==> config.mk <==
export PLATFORM = sky130hd
export DESIGN_NAME = nand_wp_guard
export DESIGN_NICKNAME = d
export VERILOG_FILES = /design/src/rtl/nand_wp_pkg.sv /design/src/rtl/nand_wp_window.sv /design/src/rtl/nand_wp_ctrl.sv /design/src/rtl/nand_wp_guard.sv
export SDC_FILE = /design/constraint.sdc
export NUM_CORES = 1
export LEC_CHECK = 0
export ABC_AREA = 1
export BUFFER_PORTS_ARGS = -buffer_cell sky130_fd_sc_hd__buf_4
export CORE_ASPECT_RATIO = 1.4
export CORE_MARGIN = 2
export CORE_UTILIZATION = 40
export CTS_CLUSTER_DIAMETER = 60
export DETAILED_ROUTE_END_ITERATION = 6
export GPL_TIMING_DRIVEN = 0
export SYNTH_ARGS = -nofsm -noshare
export SYNTH_HDL_FRONTEND = slang
export SYNTH_SLANG_ARGS = --single-unit
==> constraint.sdc <==
create_clock -name clk -period 1.8 [get_ports clk]
set_input_delay 0.09 -clock clk [delete_from_list [all_inputs] [get_ports clk]]
set_output_delay 0.09 -clock clk [all_outputs]
set_load 0.01 [all_outputs]
==> src/rtl/nand_wp_pkg.sv <==
`timescale 1ns/1ps
// Package: shared definitions of the block write-protect guard.
// Assumes command bits are read with a fixed priority: freeze, lock, unlock.
package nand_wp_pkg;

    typedef enum logic [1:0] {
        WPC_NONE   = 2'd0,
        WPC_FREEZE = 2'd1,
        WPC_LOCK   = 2'd2,
        WPC_OPEN   = 2'd3
    } wp_cmd_e;

    localparam int CMD_FREEZE_BIT = 0;
    localparam int CMD_LOCK_BIT   = 1;
    localparam int CMD_OPEN_BIT   = 2;
    localparam int CFG_BUF_BIT    = 1;

    // Turn a written command value into one action, highest priority first.
    function automatic wp_cmd_e decode_cmd(input logic [2:0] val);
        if (val[CMD_FREEZE_BIT])    return WPC_FREEZE;
        else if (val[CMD_LOCK_BIT]) return WPC_LOCK;
        else if (val[CMD_OPEN_BIT]) return WPC_OPEN;
        else                        return WPC_NONE;
    endfunction

endpackage

==> src/rtl/nand_wp_window.sv <==
`timescale 1ns/1ps
// Module: one inclusive block range (first..last) with its hit comparator.
// Assumes the writes are already address-decoded by the parent. While
// `frozen` is high both bounds ignore writes. Reset clears both bounds to zero.
module nand_wp_window #(
    parameter int BLK_W = 16
) (
    input  logic             clk,
    input  logic             rst_n,
    input  logic             frozen,
    input  logic             wr_first,
    input  logic             wr_last,
    input  logic [BLK_W-1:0] wdata,
    input  logic [BLK_W-1:0] blk,
    output logic             hit
);

    logic [BLK_W-1:0] first_q;
    logic [BLK_W-1:0] last_q;

    // Bound registers: load on a decoded write unless frozen.
    always_ff @(posedge clk) begin
        if (!rst_n) begin
            first_q <= '0;
            last_q  <= '0;
        end else if (!frozen) begin
            if (wr_first) first_q <= wdata;
            if (wr_last)  last_q  <= wdata;
        end
    end

    // Inclusive range compare: an inverted range matches nothing.
    always_comb begin
        hit = (blk >= first_q) && (blk <= last_q);
    end

    // bounds cannot move once frozen
    a_r6_bounds_frozen: assert property (@(posedge clk) disable iff (!rst_n)
        frozen |=> ($stable(first_q) && $stable(last_q)));

endmodule

==> src/rtl/nand_wp_ctrl.sv <==
`timescale 1ns/1ps
// Module: protection mode controller (locked / unlocked, plus freeze).
// Assumes cmd_we is already decoded for the command address. Freezing keeps
// the current open/closed state and blocks every later command until reset.
module nand_wp_ctrl
    import nand_wp_pkg::*;
(
    input  logic       clk,
    input  logic       rst_n,
    input  logic       cmd_we,
    input  logic [2:0] cmd_val,
    output logic       unlocked,
    output logic       frozen
);

    wp_cmd_e cmd;

    // Pick one action from the written bits by priority.
    always_comb begin
        cmd = decode_cmd(cmd_val);
    end

    // Mode state: reset locked, commands take effect only while not frozen.
    always_ff @(posedge clk) begin
        if (!rst_n) begin
            unlocked <= 1'b0;
            frozen   <= 1'b0;
        end else if (cmd_we && !frozen) begin
            case (cmd)
                WPC_FREEZE: frozen   <= 1'b1;
                WPC_LOCK:   unlocked <= 1'b0;
                WPC_OPEN:   unlocked <= 1'b1;
                default:    ;
            endcase
        end
    end

    // freeze persists until reset
    a_r6_freeze_holds: assert property (@(posedge clk) disable iff (!rst_n)
        frozen |=> frozen);

    // open/closed state cannot change after freeze
    a_r6_mode_frozen: assert property (@(posedge clk) disable iff (!rst_n)
        frozen |=> $stable(unlocked));

endmodule

==> src/rtl/nand_wp_guard.sv <==
`timescale 1ns/1ps
// Module: top of the NAND block write-protect guard.
// Decodes register writes into NUM_WIN range windows, the mode controller and
// the buffer-gate configuration bit. It answers each offered program or erase
// block one cycle later and keeps a sticky deny flag.
// Assumes: window n first at address 2n, last at 2n+1; command at 2*NUM_WIN;
// configuration at 2*NUM_WIN+1.
module nand_wp_guard
    import nand_wp_pkg::*;
#(
    parameter int NUM_WIN = 4,
    parameter int BLK_W   = 16,
    localparam int ADDR_W = $clog2(2 * NUM_WIN + 2)
) (
    input  logic              clk,
    input  logic              rst_n,
    input  logic              reg_we,
    input  logic [ADDR_W-1:0] reg_addr,
    input  logic [BLK_W-1:0]  reg_wdata,
    input  logic              op_valid,
    input  logic [BLK_W-1:0]  op_block,
    output logic              resp_valid,
    output logic              resp_permit,
    input  logic              host_buf_we,
    output logic              buf_we_out,
    output logic [1:0]        wp_mode,
    output logic              deny_sticky
);

    localparam logic [ADDR_W-1:0] CMD_ADDR = ADDR_W'(2 * NUM_WIN);
    localparam logic [ADDR_W-1:0] CFG_ADDR = ADDR_W'(2 * NUM_WIN + 1);

    logic [NUM_WIN-1:0] hit_vec;
    logic               unlocked;
    logic               frozen;
    logic               permit_now;
    logic               cfg_buf_q;
    logic               resp_valid_q;
    logic               resp_permit_q;
    logic               sticky_q;

    // One window instance per range, each with its own address decode.
    for (genvar i = 0; i < NUM_WIN; i++) begin : g_win
        logic wr_first;
        logic wr_last;
        assign wr_first = reg_we && (reg_addr == ADDR_W'(2 * i));
        assign wr_last  = reg_we && (reg_addr == ADDR_W'(2 * i + 1));
        nand_wp_window #(.BLK_W(BLK_W)) u_win (
            .clk      (clk),
            .rst_n    (rst_n),
            .frozen   (frozen),
            .wr_first (wr_first),
            .wr_last  (wr_last),
            .wdata    (reg_wdata),
            .blk      (op_block),
            .hit      (hit_vec[i])
        );
    end

    nand_wp_ctrl u_ctrl (
        .clk      (clk),
        .rst_n    (rst_n),
        .cmd_we   (reg_we && (reg_addr == CMD_ADDR)),
        .cmd_val  (reg_wdata[2:0]),
        .unlocked (unlocked),
        .frozen   (frozen)
    );

    // Decision: open mode and at least one window covering the block.
    always_comb begin
        permit_now = unlocked && (|hit_vec);
    end

    // Response register: one-cycle answer to each offered operation.
    always_ff @(posedge clk) begin
        if (!rst_n) begin
            resp_valid_q  <= 1'b0;
            resp_permit_q <= 1'b0;
        end else begin
            resp_valid_q  <= op_valid;
            resp_permit_q <= op_valid && permit_now;
        end
    end

    // Sticky deny flag: set by any refused operation, cleared by reset only.
    always_ff @(posedge clk) begin
        if (!rst_n)                       sticky_q <= 1'b0;
        else if (op_valid && !permit_now) sticky_q <= 1'b1;
    end

    // Buffer-gate configuration bit: stays writable regardless of freeze.
    always_ff @(posedge clk) begin
        if (!rst_n)                             cfg_buf_q <= 1'b0;
        else if (reg_we && reg_addr == CFG_ADDR) cfg_buf_q <= reg_wdata[CFG_BUF_BIT];
    end

    // Output wiring.
    always_comb begin
        buf_we_out  = host_buf_we & cfg_buf_q;
        resp_valid  = resp_valid_q;
        resp_permit = resp_permit_q;
        wp_mode     = {frozen, unlocked};
        deny_sticky = sticky_q;
    end

    // every offered operation is answered the next cycle
    a_r4_resp_follows: assert property (@(posedge clk) disable iff (!rst_n)
        op_valid |=> resp_valid);

    // no answer without an offer
    a_r4_no_spurious: assert property (@(posedge clk) disable iff (!rst_n)
        !op_valid |=> !resp_valid);

    // locked mode refuses everything
    a_r2_locked_denies: assert property (@(posedge clk) disable iff (!rst_n)
        (op_valid && !wp_mode[0]) |=> !resp_permit);

    // the deny flag never drops without reset
    a_r7_sticky_holds: assert property (@(posedge clk) disable iff (!rst_n)
        deny_sticky |=> deny_sticky);

    // a reported deny is always reflected in the flag
    a_r7_deny_flagged: assert property (@(posedge clk) disable iff (!rst_n)
        (resp_valid && !resp_permit) |-> deny_sticky);

endmodule

# [Yosys cells after proc, flatten, opt, wreduce, memory -nomap -nowiden]
# Index checks and enable logic that the tools add are counted.
[totals] inputBits=41 output_inout_bits=6 elab_cells=73 register_bits=134
[classes] n_mux=4 reduce_logical=33 n_eq_ne=12 bitwise_logic=2 order_cmp=8
[op_table] cell="$ge 16x16->1" n=4
[op_table] cell="$le 16x16->1" n=4
[op_table] cell="$reduce_and 2->1" n=10
[op_table] cell="$logic_and 1x1->1" n=18
[op_table] cell="$eq 4x3->1 const B" n=4
[op_table] cell="$eq 4x2->1 const B" n=2
[op_table] cell="$eq 4x4->1 const B" n=2
[op_table] cell="$mux 2" n=3
[op_table] cell="$eq 2x2->1 const B" n=2
[op_table] cell="$eq 4x1->1 const B" n=1
[op_table] cell="$logic_not 4->1" n=1
[op_table] cell="$reduce_or 4->1" n=1
[op_table] cell="$eq 2x1->1 const B" n=1
[op_table] cell="$logic_not 1->1" n=2
[op_table] cell="$pmux 1 s2" n=1
[op_table] cell="$reduce_bool 2->1" n=1
[op_table] cell="$and 1x1->1" n=1
[op_table] cell="$not 1->1" n=1

# [Logic depth before layout (Yosys ltp)]
# Gate-level depths: netlist of the first run.
[depth] depth_word=6 mapped_depth=17 ltp_nobuf=17

# [Cells and area by module]
# Synthesis of the first run repeated with hierarchy kept, for this count alone.
[unflattened] cells_unflattened=1061 hier_area_um2=8002.7
[modules_own_cells] mod="nand_wp_window (g_win[0].u_win ...)" n_inst=3 cells_each=250 seq_area_each_um2=640.6 area_each_um2=1903.1
[modules_own_cells] mod="nand_wp_window (g_win[1].u_win)" n_inst=1 cells_each=250 seq_area_each_um2=640.6 area_each_um2=1938.1
[modules_own_cells] mod="nand_wp_guard" n_inst=1 cells_each=44 seq_area_each_um2=80.1 area_each_um2=252.7
[modules_own_cells] mod="nand_wp_ctrl" n_inst=1 cells_each=17 seq_area_each_um2=40.0 area_each_um2=102.6

# [Least setup slack after synthesis of the first run]
# No wires, ideal clock.
[synth_path] path_type="register to register" start="reg g_win[3].u_win.last_q[15]" end="reg sticky_q, in the netlist deny_sticky" path_stages_with_launch=13 synth_period_minus_slack_ns=1.498 arrival_time_ns=1.439 setup_slack_ns=0.302 path_cell_list="dfxtp_1 inv_1 ha_1 nand2_1 nor3_1 nand2_1 nand2_1 nand2_1 nand2_1 nand2_1 o21ai_0 nand2_1 nand2_1"
[synth_via] elab_chain_len=6
[synth_rtl] item="start: declaration" line="nand_wp_window.sv:19" text="logic [BLK_W-1:0] last_q;"
[synth_rtl] item="start signal: assignment" line="nand_wp_window.sv:28" text="if (wr_last) last_q <= wdata;"
[synth_rtl] item="$le 16x16->1" line="nand_wp_window.sv:34" text="hit = (blk >= first_q) && (blk <= last_q);"
[synth_rtl] item="$logic_and 1x1->1" line="nand_wp_window.sv:34"
[synth_rtl] item="$reduce_or 4->1" line="nand_wp_guard.sv:71" text="permit_now = unlocked && (|hit_vec);"
[synth_rtl] item="$logic_and 1x1->1" line="nand_wp_guard.sv:71"
[synth_rtl] item="$logic_not 1->1" line="nand_wp_guard.sv:88" text="else if (op_valid && !permit_now) sticky_q <= 1'b1;"
[synth_rtl] item="$logic_and 1x1->1" line="nand_wp_guard.sv:88"
[synth_rtl] item="end signal: assignment" line="nand_wp_guard.sv:87" text="if (!rst_n) sticky_q <= 1'b0;"
[synth_rtl] item="end signal: assignment" line="nand_wp_guard.sv:88"
[synth_rtl] item="end: declaration" line="nand_wp_guard.sv:40" text="logic sticky_q;"
# Every way passes these cells.
# A chain may end at the register's enable or synchronous reset.

# [Worst setup path after layout of the first run]
[layout_path] start="reg g_win[3].u_win.first_q[15]" end="reg sticky_q, in the netlist deny_sticky"
[layout_via] elab_chain_len=6
[layout_rtl] item="start: declaration" line="nand_wp_window.sv:18" text="logic [BLK_W-1:0] first_q;"
[layout_rtl] item="start signal: assignment" line="nand_wp_window.sv:27" text="if (wr_first) first_q <= wdata;"
[layout_rtl] item="$ge 16x16->1" line="nand_wp_window.sv:34"
[layout_rtl] item="$logic_and 1x1->1" line="nand_wp_window.sv:34"
[layout_rtl] item="$reduce_or 4->1" line="nand_wp_guard.sv:71"
[layout_rtl] item="$logic_and 1x1->1" line="nand_wp_guard.sv:71"
[layout_rtl] item="$logic_not 1->1" line="nand_wp_guard.sv:88"
[layout_rtl] item="$logic_and 1x1->1" line="nand_wp_guard.sv:88"
# Every way passes these cells.

==> impl_results.md, run 1 <==
- Outcome: complete, but fails checks
- Failing checks: DRC
- Max Fclk: 570 MHz
- Vias per cell: 5.07
- WP buf/inv: 1
- Aggregate routed wire length: 21600 um
- Crit. Startpoint: g_win[3].u_win.first_q[15]
- Synth cell types: 30
- Clock power frac: 45.7%
- Netlist Area Pre-Place: 7790 um2
- Syn Nets: 1187
- Dominant cells by area after synthesis: dfxtp_1, ha_1, a21oi_1
- Area share of the largest cell type after synthesis: 34.4%
- H-tree levels: 4
- RSZ-0062 raised after global routing: yes
- Share of layout cells above drive strength 1: 14.2%
- Drt wl/cell: 16.0 um
- Critical path's largest stage delay: 310 ps
- Chip Height: 169 um
- Clock insertion delay at the later pin of the skew report: 420 ps
- Worst Setup End Kind: flop
- Sequential area share after synthesis: 34.4%
- Pin slew with the least headroom to its limit: 653 ps
- Commonest non-fill, non-tap cell in the layout: a21oi_1
- R2R cell count: 11
- HP Class: primary input to flop
- TritonCTS Sinks: 134
- Sw frac: 26.8%
- Clock Root Buffer: clkbuf_16
- DR iter-0 viols: 315
- Grt total ovfl: 0
- Highest-delay cell along the critical path: ha_1
- First-pass GRT wire length: 33500 um
- ANT nets after route: 0
- Max Buffers Root-to-Sink: 2
- Pwr Total: 7.57 mW
- Worst-path clk slew: 60 ps
- Min-Delay Startpoint: rst_n
- Leak Pwr: 3.81 nW
- Leading area contributor after synthesis: dfxtp_1
- Final Setup Violations: 0
- CP Class: flop to flop
- Top Ports: 47
- Hold path endpoint: resp_permit
- Crit path max-delay family: simple AND/OR/NAND/NOR gates
- CP arrival: 2110 ps
- Post-route worst setup slack: 44.8 ps
- Vias: 6829
- Max transition margin: 56.4%
- Reg2reg start: g_win[3].u_win.first_q[15]
- Hold Violations, Final: 0
- Place WS: -281 ps
- Worst Skew: 11.4 ps
- Core area: 19100 um2
- YS warnings: 0
- Synthesized flop and latch total: 134
- Worst Hold Slack: 27.6 ps
- Pwr Density: 813 nW/um2
- Port bufs: 45
- R2R setup slack: 40 ps
- Num rows: 60
- Sequential power share: 40.3%
- CTS tree: built
- DP HPWL: 15700 um
- Fin crit share: 97.5%
- Reg2reg end: deny_sticky
- Sw Pwr: 2.03 mW
- Critical Path RT: 2160 ps
- VDD IR max: 0.564 mV
- Dpl cells: 1311
- Comb pwr share: 13.9%
- Mapped Avg Cell Area: 7.65 um2
- Num CTS Buffers: 17
- Post-route minimum period: 1760 ps
- Crit-path cells: inv_1 -> ha_1 -> a21oi_1 -> o21ai_1 -> nor2_2 -> nand3_2 -> nand2_1 -> nand2_2 -> o21ai_4 -> nand2_1 -> nand2_1
- Die span in x: 122 um
- P_int: 5.54 mW
- Hold depth: 3
- Antenna violations before repair: 0
- Drt pass-1 iters: 7
- Vias in the first global route: 6354
- Global placement routability congestion: 0.854
- Slew Limit Fails: 0
- ANT cells: 0
- Cell count after synthesis: 1018
- Die Area: 20600 um2
- Worst-path fanout max: 3
- CP startpoint kind: flop
- GRT Util Overall: 21.4%
- Most used cell, CP: nand2_1
- Fin cells: 1346
- Most frequent cells in the layout: a21oi_1, inv_1, dfxtp_1, nand2_1, ha_1
- Post-synthesis to final-layout area growth: 19.5%
- Initial core utilization: 40.7%
- Nets@finish: 1255
- Max cap viols: 0
- Remaining DRCs: 2
- Largest net degree at the start of global routing: 17
==> final cells by class <==
type                       count  area, um2
clock inverter                12        128
clock buffer                  19        453
buffer                        35        220
fill                        1923       9830
timing repair buffer          49        375
multi-input combinational    678       4490
sequential                   134       2690
inverter                     171        644
tap                          248        310
==> routing by layer <==
metal	global-route usage, %	wire [um]	up-vias
li1	-	-	3541
met1	26.7	9490	3097
met2	36.6	10600	144
met3	3.33	877	47
met4	8.80	663	0
met5	0	0	-
==> power by group through the flow <==
stage,Sequential [mW],Clock (mW),Combinational [mW]
after detailed placement,3.12,0,0.982
after global routing,3.06,3.64,1.21
after CTS,3.05,3.52,1.00
final,3.05,3.46,1.05
after global placement,3.12,0,0.963
after floorplan,3.11,0,0.601
==> kinds of logic after synthesis <==
kind of cell	share of synthesized area (%)
buffers and inverters	11.1
flip-flops	34.4
AO/OA/AOI/OAI	22.4
adder cells (fa/ha/maj)	20.6
AND/OR/NAND/NOR	11.5
==> stage by stage <==
stage               instance area (um2)  utilization, %  TNS, ps
finish                             9310            48.6        0
global route                       9310            48.6     -109
CTS                                9080            47.4        0
detailed placement                 8440            44.1     -553
global placement                   8440            44.1     -524
floorplan                          7790               -        0
==> flip-flops by register name, summed over array words and instances, names as in the netlist <==
name	flops
g_win.u_win.first_q	64
g_win.u_win.last_q	64
cfg_buf_q	1
deny_sticky	1
resp_permit	1
resp_valid	1
u_ctrl.frozen	1
u_ctrl.unlocked	1
==> cell usage after synthesis, drive strengths merged <==
library cell,n
a21o,3
a21oi,186
a311oi,2
a31oi,1
buf,17
clkbuf,18
dfxtp,134
ha,128
inv,171
nand2,133
nand3,17
nand3b,1
nand4,9
nor2,42
nor3,7
o21a,5
o21ai,141
o21bai,3
==> worst max path at each step <==
stage / endpoint / slack (ps) / cells past startpoint
after floorplan: deny_sticky / 300 / 12
after global placement: deny_sticky / -270 / 16
after detailed placement: deny_sticky / -280 / 16
after CTS: deny_sticky / 10 / 12
after global routing: deny_sticky / -60 / 11
final: deny_sticky / 40 / 11
==> worst reg2reg max path: stages (launching register included) <==
cell     delay, ps
dfxtp_1        300
inv_1           50
ha_1           310
a21oi_1        180
o21ai_1        110
nor2_2         160
nand3_2        130
nand2_1        100
nand2_2         70
o21ai_4        170
nand2_1         70
nand2_1         50
==> repair_timing <==
action                                  CTS  global route
hold endpoints to repair                  6             0
hold buffers                              3             0
pin swaps                                 5            19
setup buffers                             0             1
endpoints found under the setup margin    2             5
gates resized for setup                   8            48
Note: power is estimated with default switching activity, not from simulation.
==> run 2: changes to the inputs <==
--- a/config.mk
+++ b/config.mk
@@ -7,12 +7,13 @@
 export LEC_CHECK = 0
 export ABC_AREA = 1
 export BUFFER_PORTS_ARGS = -buffer_cell sky130_fd_sc_hd__buf_4
-export CORE_ASPECT_RATIO = 1.4
 export CORE_MARGIN = 2
 export CORE_UTILIZATION = 40
+export CTS_BUF_LIST = sky130_fd_sc_hd__clkbuf_4
 export CTS_CLUSTER_DIAMETER = 60
 export DETAILED_ROUTE_END_ITERATION = 6
 export GPL_TIMING_DRIVEN = 0
+export PLACE_DENSITY = 0.63
 export SYNTH_ARGS = -nofsm -noshare
 export SYNTH_HDL_FRONTEND = slang
 export SYNTH_SLANG_ARGS = --single-unit
==> impl_results.md, run 2 (synthesis results as in run 1) <==
- DP HPWL: 15400 um (was 15700 um)
- Vias in the first global route: 6408 (was 6354)
- Final Setup Violations: 0 (unchanged)
- Remaining DRCs: 0 (was 2)
- Max cap viols: 0 (unchanged)
- Drt pass-1 iters: 5 (was 7)
- Num rows: 51 (was 60)
- Vias: 6972 (was 6829)
- RSZ-0062 raised after global routing: yes (unchanged)
- Worst-path clk slew: 130 ps (was 60 ps)
- Nets@finish: 1278 (was 1255)
- Slew Limit Fails: 0 (unchanged)
- CP arrival: 2230 ps (was 2110 ps)
- Drt wl/cell: 15.3 um (was 16.0 um)
- R2R setup slack: 40 ps (about the same)
- Initial core utilization: 40.4% (was 40.7%)
- Hold path endpoint: g_win[2].u_win.first_q[11] (was resp_permit)
- Critical Path RT: 2270 ps (was 2160 ps)
- CP Class: flop to flop (unchanged)
- Share of layout cells above drive strength 1: 13.2% (was 14.2%)
- Port bufs: 45 (unchanged)
- Post-synthesis to final-layout area growth: 18.2% (was 19.5%)
- Max transition margin: 55.8% (was 56.4%)
- R2R cell count: 12 (was 11)
- Min-Delay Startpoint: rst_n (unchanged)
- Leak Pwr: 3.76 nW (was 3.81 nW)
- Pin slew with the least headroom to its limit: 663 ps (was 653 ps)
- VDD IR max: 0.401 mV (was 0.564 mV)
- Clock Root Buffer: clkbuf_4 (was clkbuf_16)
- Worst-path fanout max: 3 (unchanged)
- Num CTS Buffers: 17 (unchanged)
- Top Registers: g_win.u_win.first_q x64, g_win.u_win.last_q x64 (unchanged)
- Aggregate routed wire length: 21300 um (was 21600 um)
- H-tree levels: 4 (unchanged)
- Worst Skew: 16.3 ps (was 11.4 ps)
- Post-route minimum period: 1760 ps (about the same)
- Final Cell Area: 9210 um2 (was 9310 um2)
- Max Buffers Root-to-Sink: 2 (unchanged)
- Chip Height: 144 um (was 169 um)
- Fin crit share: 97.5% (about the same)
- GRT Util Overall: 21.7% (was 21.4%)
- First-pass GRT wire length: 33900 um (was 33500 um)
- Global placement routability congestion: 0.868 (was 0.854)
- Core area: 19300 um2 (was 19100 um2)
- Hold depth: 3 (unchanged)
- Max Fclk: 570 MHz (about the same)
- Filler cells: 1971 (was 1923)
- CTS tree: built (unchanged)
- DR iter-0 viols: 426 (was 315)
- Reg2reg start: g_win[0].u_win.last_q[15] (was g_win[3].u_win.first_q[15])
- Top Ports: 47 (unchanged)
- Hold Violations, Final: 0 (unchanged)
- Most frequent cells in the layout: a21oi_1, inv_1, dfxtp_1, nand2_1, ha_1 (unchanged)
- TritonCTS Sinks: 134 (unchanged)
- Pwr Density: 679 nW/um2 (was 813 nW/um2)
- HP Class: primary input to flop (unchanged)
- Vias per cell: 5.02 (was 5.07)
- Clock insertion delay at the later pin of the skew report: 580 ps (was 420 ps)
- Commonest non-fill, non-tap cell in the layout: a21oi_1 (unchanged)
- Antenna violations before repair: 1 (was 0)
- Outcome: finished, final reports clean (was complete, but fails checks)
- CP startpoint kind: flop (unchanged)
- Worst Hold Slack: 46.9 ps (was 27.6 ps)
- Largest net degree at the start of global routing: 17 (unchanged)
- Grt total ovfl: 0 (unchanged)
- Pwr Total: 6.26 mW (was 7.57 mW)
- Reg2reg end: deny_sticky (unchanged)
- Util after Layout: 47.8% (was 48.6%)
- Worst Setup End Kind: flop (unchanged)
- Register Area: 2690 um2 (unchanged)
- Placed Area: 8460 um2 (was 8440 um2)
- ANT nets after route: 0 (unchanged)
- Die Area: 20600 um2 (about the same)
- Area of the multi-input gates: 4430 um2 (was 4490 um2)
- Die span in x: 144 um (was 122 um)
-- run 2: cell type report --
class	instances	share of cell area (%)
clock inverters	15	1.77
inverters	171	6.99
repair buffers	72	6.57
multi-input cells	678	48.1
well taps	265	3.60
flip-flops and latches	134	29.2
diodes	1	0.0272
clock buffers	17	1.39
plain buffers	35	2.40
-- run 2: stage by stage --
stage | setup TNS, ps | setup WS (ps) | cells
global route | -171 | -99.2 | 1388
floorplan | 0 | 302 | 1018
finish | 0 | 44.5 | 1388
CTS | 0 | 13.9 | 1386
global placement | -295 | -157 | 1328
detailed placement | -369 | -192 | 1328
-- run 2: routing by layer --
metal  global-route usage, %  routed length (um)  vias to the layer above
met2                    34.8                9630                      148
li1                        -                   -                     3586
met3                    4.57                1010                       14
met1                    29.7               10500                     3224
met5                       0                   0                        -
met4                    5.52                 198                        0
-- run 2: worst max-delay path by stage --
stage | slack (ps) | depth (start not counted) | end | from
2_1_floorplan | 300 | 12 | deny_sticky | g_win[3].u_win.last_q[15]
3_3_place_gp | -160 | 12 | deny_sticky | g_win[2].u_win.last_q[15]
3_5_place_dp | -190 | 12 | deny_sticky | g_win[2].u_win.last_q[15]
4_1_cts | 10 | 12 | deny_sticky | g_win[1].u_win.last_q[15]
5_1_grt | -100 | 12 | deny_sticky | g_win[2].u_win.last_q[11]
6_report | 40 | 12 | deny_sticky | g_win[0].u_win.last_q[15]
-- run 2: worst max-delay path, cell delays in order (launching register included) --
cell and delay [ps]:
dfxtp_1 330, inv_1 50, ha_1 310, a21oi_1 150, o21ai_0 90, nor2_1 190
nand2_1 90, nand2_2 90, nand2_2 60, nand2_2 90, o21ai_2 80, nand2_1 70
nand2_1 40
-- run 2: repair_timing --
item	4_1_cts	5_1_grt
hold buffers	26	0
setup endpoints to repair	2	8
endpoints found under the hold margin	134	0
buffers inserted	0	1
pin swaps	1	19
gates resized for setup	10	36
-- run 2: where the power goes --
part / internal [mW] / total [mW] / leakage [nW] / switching, mW
clock network: 0.938 / 2.14 / 0.142 / 1.20
logic: 0.422 / 1.07 / 2.53 / 0.647
registers: 3.03 / 3.05 / 1.09 / 0.0184
==> run 3: changes to the inputs <==
--- a/config.mk
+++ b/config.mk
@@ -5,7 +5,6 @@
 export SDC_FILE = /design/constraint.sdc
 export NUM_CORES = 1
 export LEC_CHECK = 0
-export ABC_AREA = 1
 export BUFFER_PORTS_ARGS = -buffer_cell sky130_fd_sc_hd__buf_4
 export CORE_MARGIN = 2
 export CORE_UTILIZATION = 40
==> constraint.sdc (replaced) <==
create_clock -name clk -period 2.1 [get_ports clk]
set_input_delay 0.105 -clock clk [delete_from_list [all_inputs] [get_ports clk]]
set_output_delay 0.105 -clock clk [all_outputs]
set_load 0.01 [all_outputs]
==> impl_results.md, run 3 <==
- Core area: 20200 um2 (was 19300 um2)
- TNS Setup: -547 ps (was 0 ps)
- Placed Area: 8810 um2 (was 8460 um2)
- First-pass GRT wire length: 36600 um (was 33900 um)
- Num CTS Buffers: 17 (unchanged)
- Initial core utilization: 40.8% (was 40.4%)
- Vias: 7182 (was 6972)
- Post-synth EDFFs: 0 (unchanged)
- Post-synthesis to final-layout area growth: 13.2% (was 18.2%)
- Post-route worst setup slack: -283 ps (was 44.5 ps)
- Max cap viols: 0 (unchanged)
- CP arrival: 2890 ps (was 2230 ps)
- Failing checks: setup timing
- Final Setup Violations: 2 (was 0)
- Place WS: -622 ps (was -192 ps)
- CP Class: flop to flop (unchanged)
- Hold path endpoint: g_win[3].u_win.last_q[0] (was g_win[2].u_win.first_q[11])
- Die span in x: 148 um (was 144 um)
- Aggregate routed wire length: 23800 um (was 21300 um)
- Commonest non-fill, non-tap cell in the layout: nand2_1 (was a21oi_1)
- Worst Setup End Kind: flop (unchanged)
- Worst-path fanout max: 2 (was 3)
- Antenna violations before repair: 1 (unchanged)
- DR iter-0 viols: 406 (was 426)
- Global placement routability congestion: 0.869 (was 0.868)
- Synthesized flop and latch total: 134 (unchanged)
- Top Ports: 47 (unchanged)
- DP HPWL: 16900 um (was 15400 um)
- Area share of the largest cell type after synthesis: 32.5% (was 34.4%)
- Critical Path RT: 2610 ps (was 2270 ps)
- Leading area contributor after synthesis: dfxtp_1 (unchanged)
- Max Buffers Root-to-Sink: 2 (unchanged)
- Sequential area share after synthesis: 32.5% (was 34.4%)
- Share of layout cells above drive strength 1: 9.66% (was 13.2%)
- Slew Limit Fails: 0 (unchanged)
- Netlist Area Pre-Place: 8250 um2 (was 7790 um2)
- Max Fclk: 420 MHz (was 570 MHz)
- Register Area: 2690 um2 (about the same)
- Pin slew with the least headroom to its limit: 690 ps (was 663 ps)
- Top Registers: g_win.u_win.first_q x64, g_win.u_win.last_q x64 (unchanged)
- VDD IR max: 0.280 mV (was 0.401 mV)
- TritonCTS Sinks: 134 (unchanged)
- Clock insertion delay at the later pin of the skew report: 560 ps (was 580 ps)
- Critical path's largest stage delay: 490 ps (was 330 ps)
- Reg2reg start: g_win[2].u_win.last_q[10] (was g_win[0].u_win.last_q[15])
- CP startpoint kind: flop (unchanged)
- Drt wl/cell: 17.1 um (was 15.3 um)
- Highest-delay cell along the critical path: or4b_4 (was dfxtp_1)
- Num rows: 52 (was 51)
- Filler cells: 2036 (was 1971)
- Outcome: complete, but fails checks (was finished, final reports clean)
- Fin crit share: 113% (was 97.5%)
- Crit-path cells: inv_2 -> ha_4 -> and4_4 -> or4b_4 -> a21o_1 -> o211a_1 -> o22ai_2 -> and3_4 -> a31o_1 (was inv_1 -> ha_1 -> a21oi_1 -> o21ai_0 -> nor2_1 -> nand2_1 -> nand2_2 -> nand2_2 -> nand2_2 -> o21ai_2 -> nand2_1 -> nand2_1)
- Dpl cells: 1345 (was 1328)
- H-tree levels: 4 (unchanged)
- Area of the multi-input gates: 4910 um2 (was 4430 um2)
- Remaining DRCs: 0 (unchanged)
- Pwr Total: 5.06 mW (was 6.26 mW)
- HP Class: primary input to flop (unchanged)
- Synth cell types: 49 (was 30)
- Crit. Startpoint: g_win[2].u_win.last_q[10] (was g_win[0].u_win.last_q[15])
- YS warnings: 0 (unchanged)
- Pwr Density: 542 nW/um2 (was 679 nW/um2)
- Vias per cell: 5.17 (was 5.02)
- Mapped Avg Cell Area: 7.89 um2 (was 7.65 um2)
- Vias in the first global route: 6540 (was 6408)
- Die Area: 21800 um2 (was 20600 um2)
- Grt total ovfl: 0 (unchanged)
- Crit path max-delay family: simple AND/OR/NAND/NOR gates (unchanged)
- RSZ-0062 raised after global routing: yes (unchanged)
- Worst Skew: 11.4 ps (was 16.3 ps)
- Post-synth top flop: dfxtp_1 (unchanged)
- Reg2reg end: deny_sticky (unchanged)
- Fin cells: 1389 (was 1388)
- Chip Height: 148 um (was 144 um)
- Leak Pwr: 3.37 nW (was 3.76 nW)
- Final Cell Area: 9340 um2 (was 9210 um2)
- Util after Layout: 46.2% (was 47.8%)
- Cell count after synthesis: 1045 (was 1018)
- Post-synth ARST share: 0% (unchanged)
- Top-count cell post-synth: nand2_1 (was a21oi_1)
- Largest net degree at the start of global routing: 17 (unchanged)
- Most frequent cells in the layout: nand2_1, dfxtp_1, ha_1, inv_1, a21boi_0 (was a21oi_1, inv_1, dfxtp_1, nand2_1, ha_1)
- Port bufs: 30 (was 45)
- GRT Util Overall: 22.4% (was 21.7%)
- WP buf/inv: 1 (unchanged)
- Synth cell count leaders: nand2_1, dfxtp_1, ha_1 (was a21oi_1, inv_1, dfxtp_1)
- R2R setup slack: -280 ps (was 40 ps)
- Max transition margin: 54.0% (was 55.8%)
- Drt pass-1 iters: 5 (unchanged)
- Clock Root Buffer: clkbuf_4 (unchanged)
- Hold depth: 3 (unchanged)
- CTS tree: built (unchanged)
- Hold Violations, Final: 0 (unchanged)
- Syn Nets: 1214 (was 1187)
- Worst Hold Slack: 57.6 ps (was 46.9 ps)
- Worst-path clk slew: 110 ps (was 130 ps)
- Post-route minimum period: 2380 ps (was 1760 ps)
- R2R cell count: 9 (was 12)
- Nets@finish: 1275 (was 1278)
- ANT nets after route: 0 (unchanged)
- Min-Delay Startpoint: reg_wdata[0] (was rst_n)
- Dominant cells by area after synthesis: dfxtp_1, ha_1, nand2_1 (was dfxtp_1, ha_1, a21oi_1)
run 3: changes by cell type in the layout (fill, tap and decap cells not counted), sizes merged, moves of 13 or more:
| cell | before | now |
|---|---|---|
| a21o | 3 | 18 |
| buf | 63 | 50 |
| nor2 | 42 | 14 |
| a21boi | 0 | 128 |
| inv | 171 | 123 |
| nand2 | 133 | 287 |
| clkbuf | 35 | 49 |
| o21ai | 141 | 13 |
| a21oi | 186 | 43 |
run 3: worst max path at each step:
stage	slack [ps]	depth (start not counted)	end
2_1_floorplan	20	9	deny_sticky
3_3_place_gp	-600	10	resp_permit
3_5_place_dp	-620	10	resp_permit
4_1_cts	-240	9	deny_sticky
5_1_grt	-290	9	deny_sticky
6_report	-280	9	deny_sticky
run 3: metal layers:
layer	track usage, %	wire, um	vias up
met5	0	0	-
met4	7.45	586	0
met3	4.26	1090	36
met2	35.2	10600	168
met1	30.8	11500	3386
li1	-	-	3592
run 3: final cells by class:
class                      instances  area share, %
tap                              270           3.62
timing repair buffer              49           4.42
multi-input combinational        732           52.6
antenna                            1         0.0268
inverter                         123           4.94
clock inverter                    12           1.21
clock buffer                      19           1.53
sequential                       134           28.8
buffer                            49           2.91
run 3: kinds of logic after synthesis:
| kind of cell | share of synthesized area [%] |
|---|---|
| adders and majority gates | 19.4 |
| buffers and inverters | 9.07 |
| muxes | 0.121 |
| AOI/OAI and AO/OA | 19.9 |
| and+or+nand+nor | 19.0 |
| DFF | 32.5 |
run 3: power breakdown:
group | switching, mW | internal, mW
Combinational | 0.478 | 0.326
Sequential | 0.0166 | 2.58
Clock | 0.961 | 0.702
run 3: worst min-delay path, delay by kind of cell:
family          cells  cell delay, ps
compound gates      1              60
simple gates        1             130
buf+inv             1             270
run 3: timing repair:
item,4_1_cts,5_1_grt
resized for setup,14,24
hold buffers,18,0
endpoints found under the setup margin,2,82
hold endpoints to repair,108,0
setup buffers,0,1
pin swaps,5,4
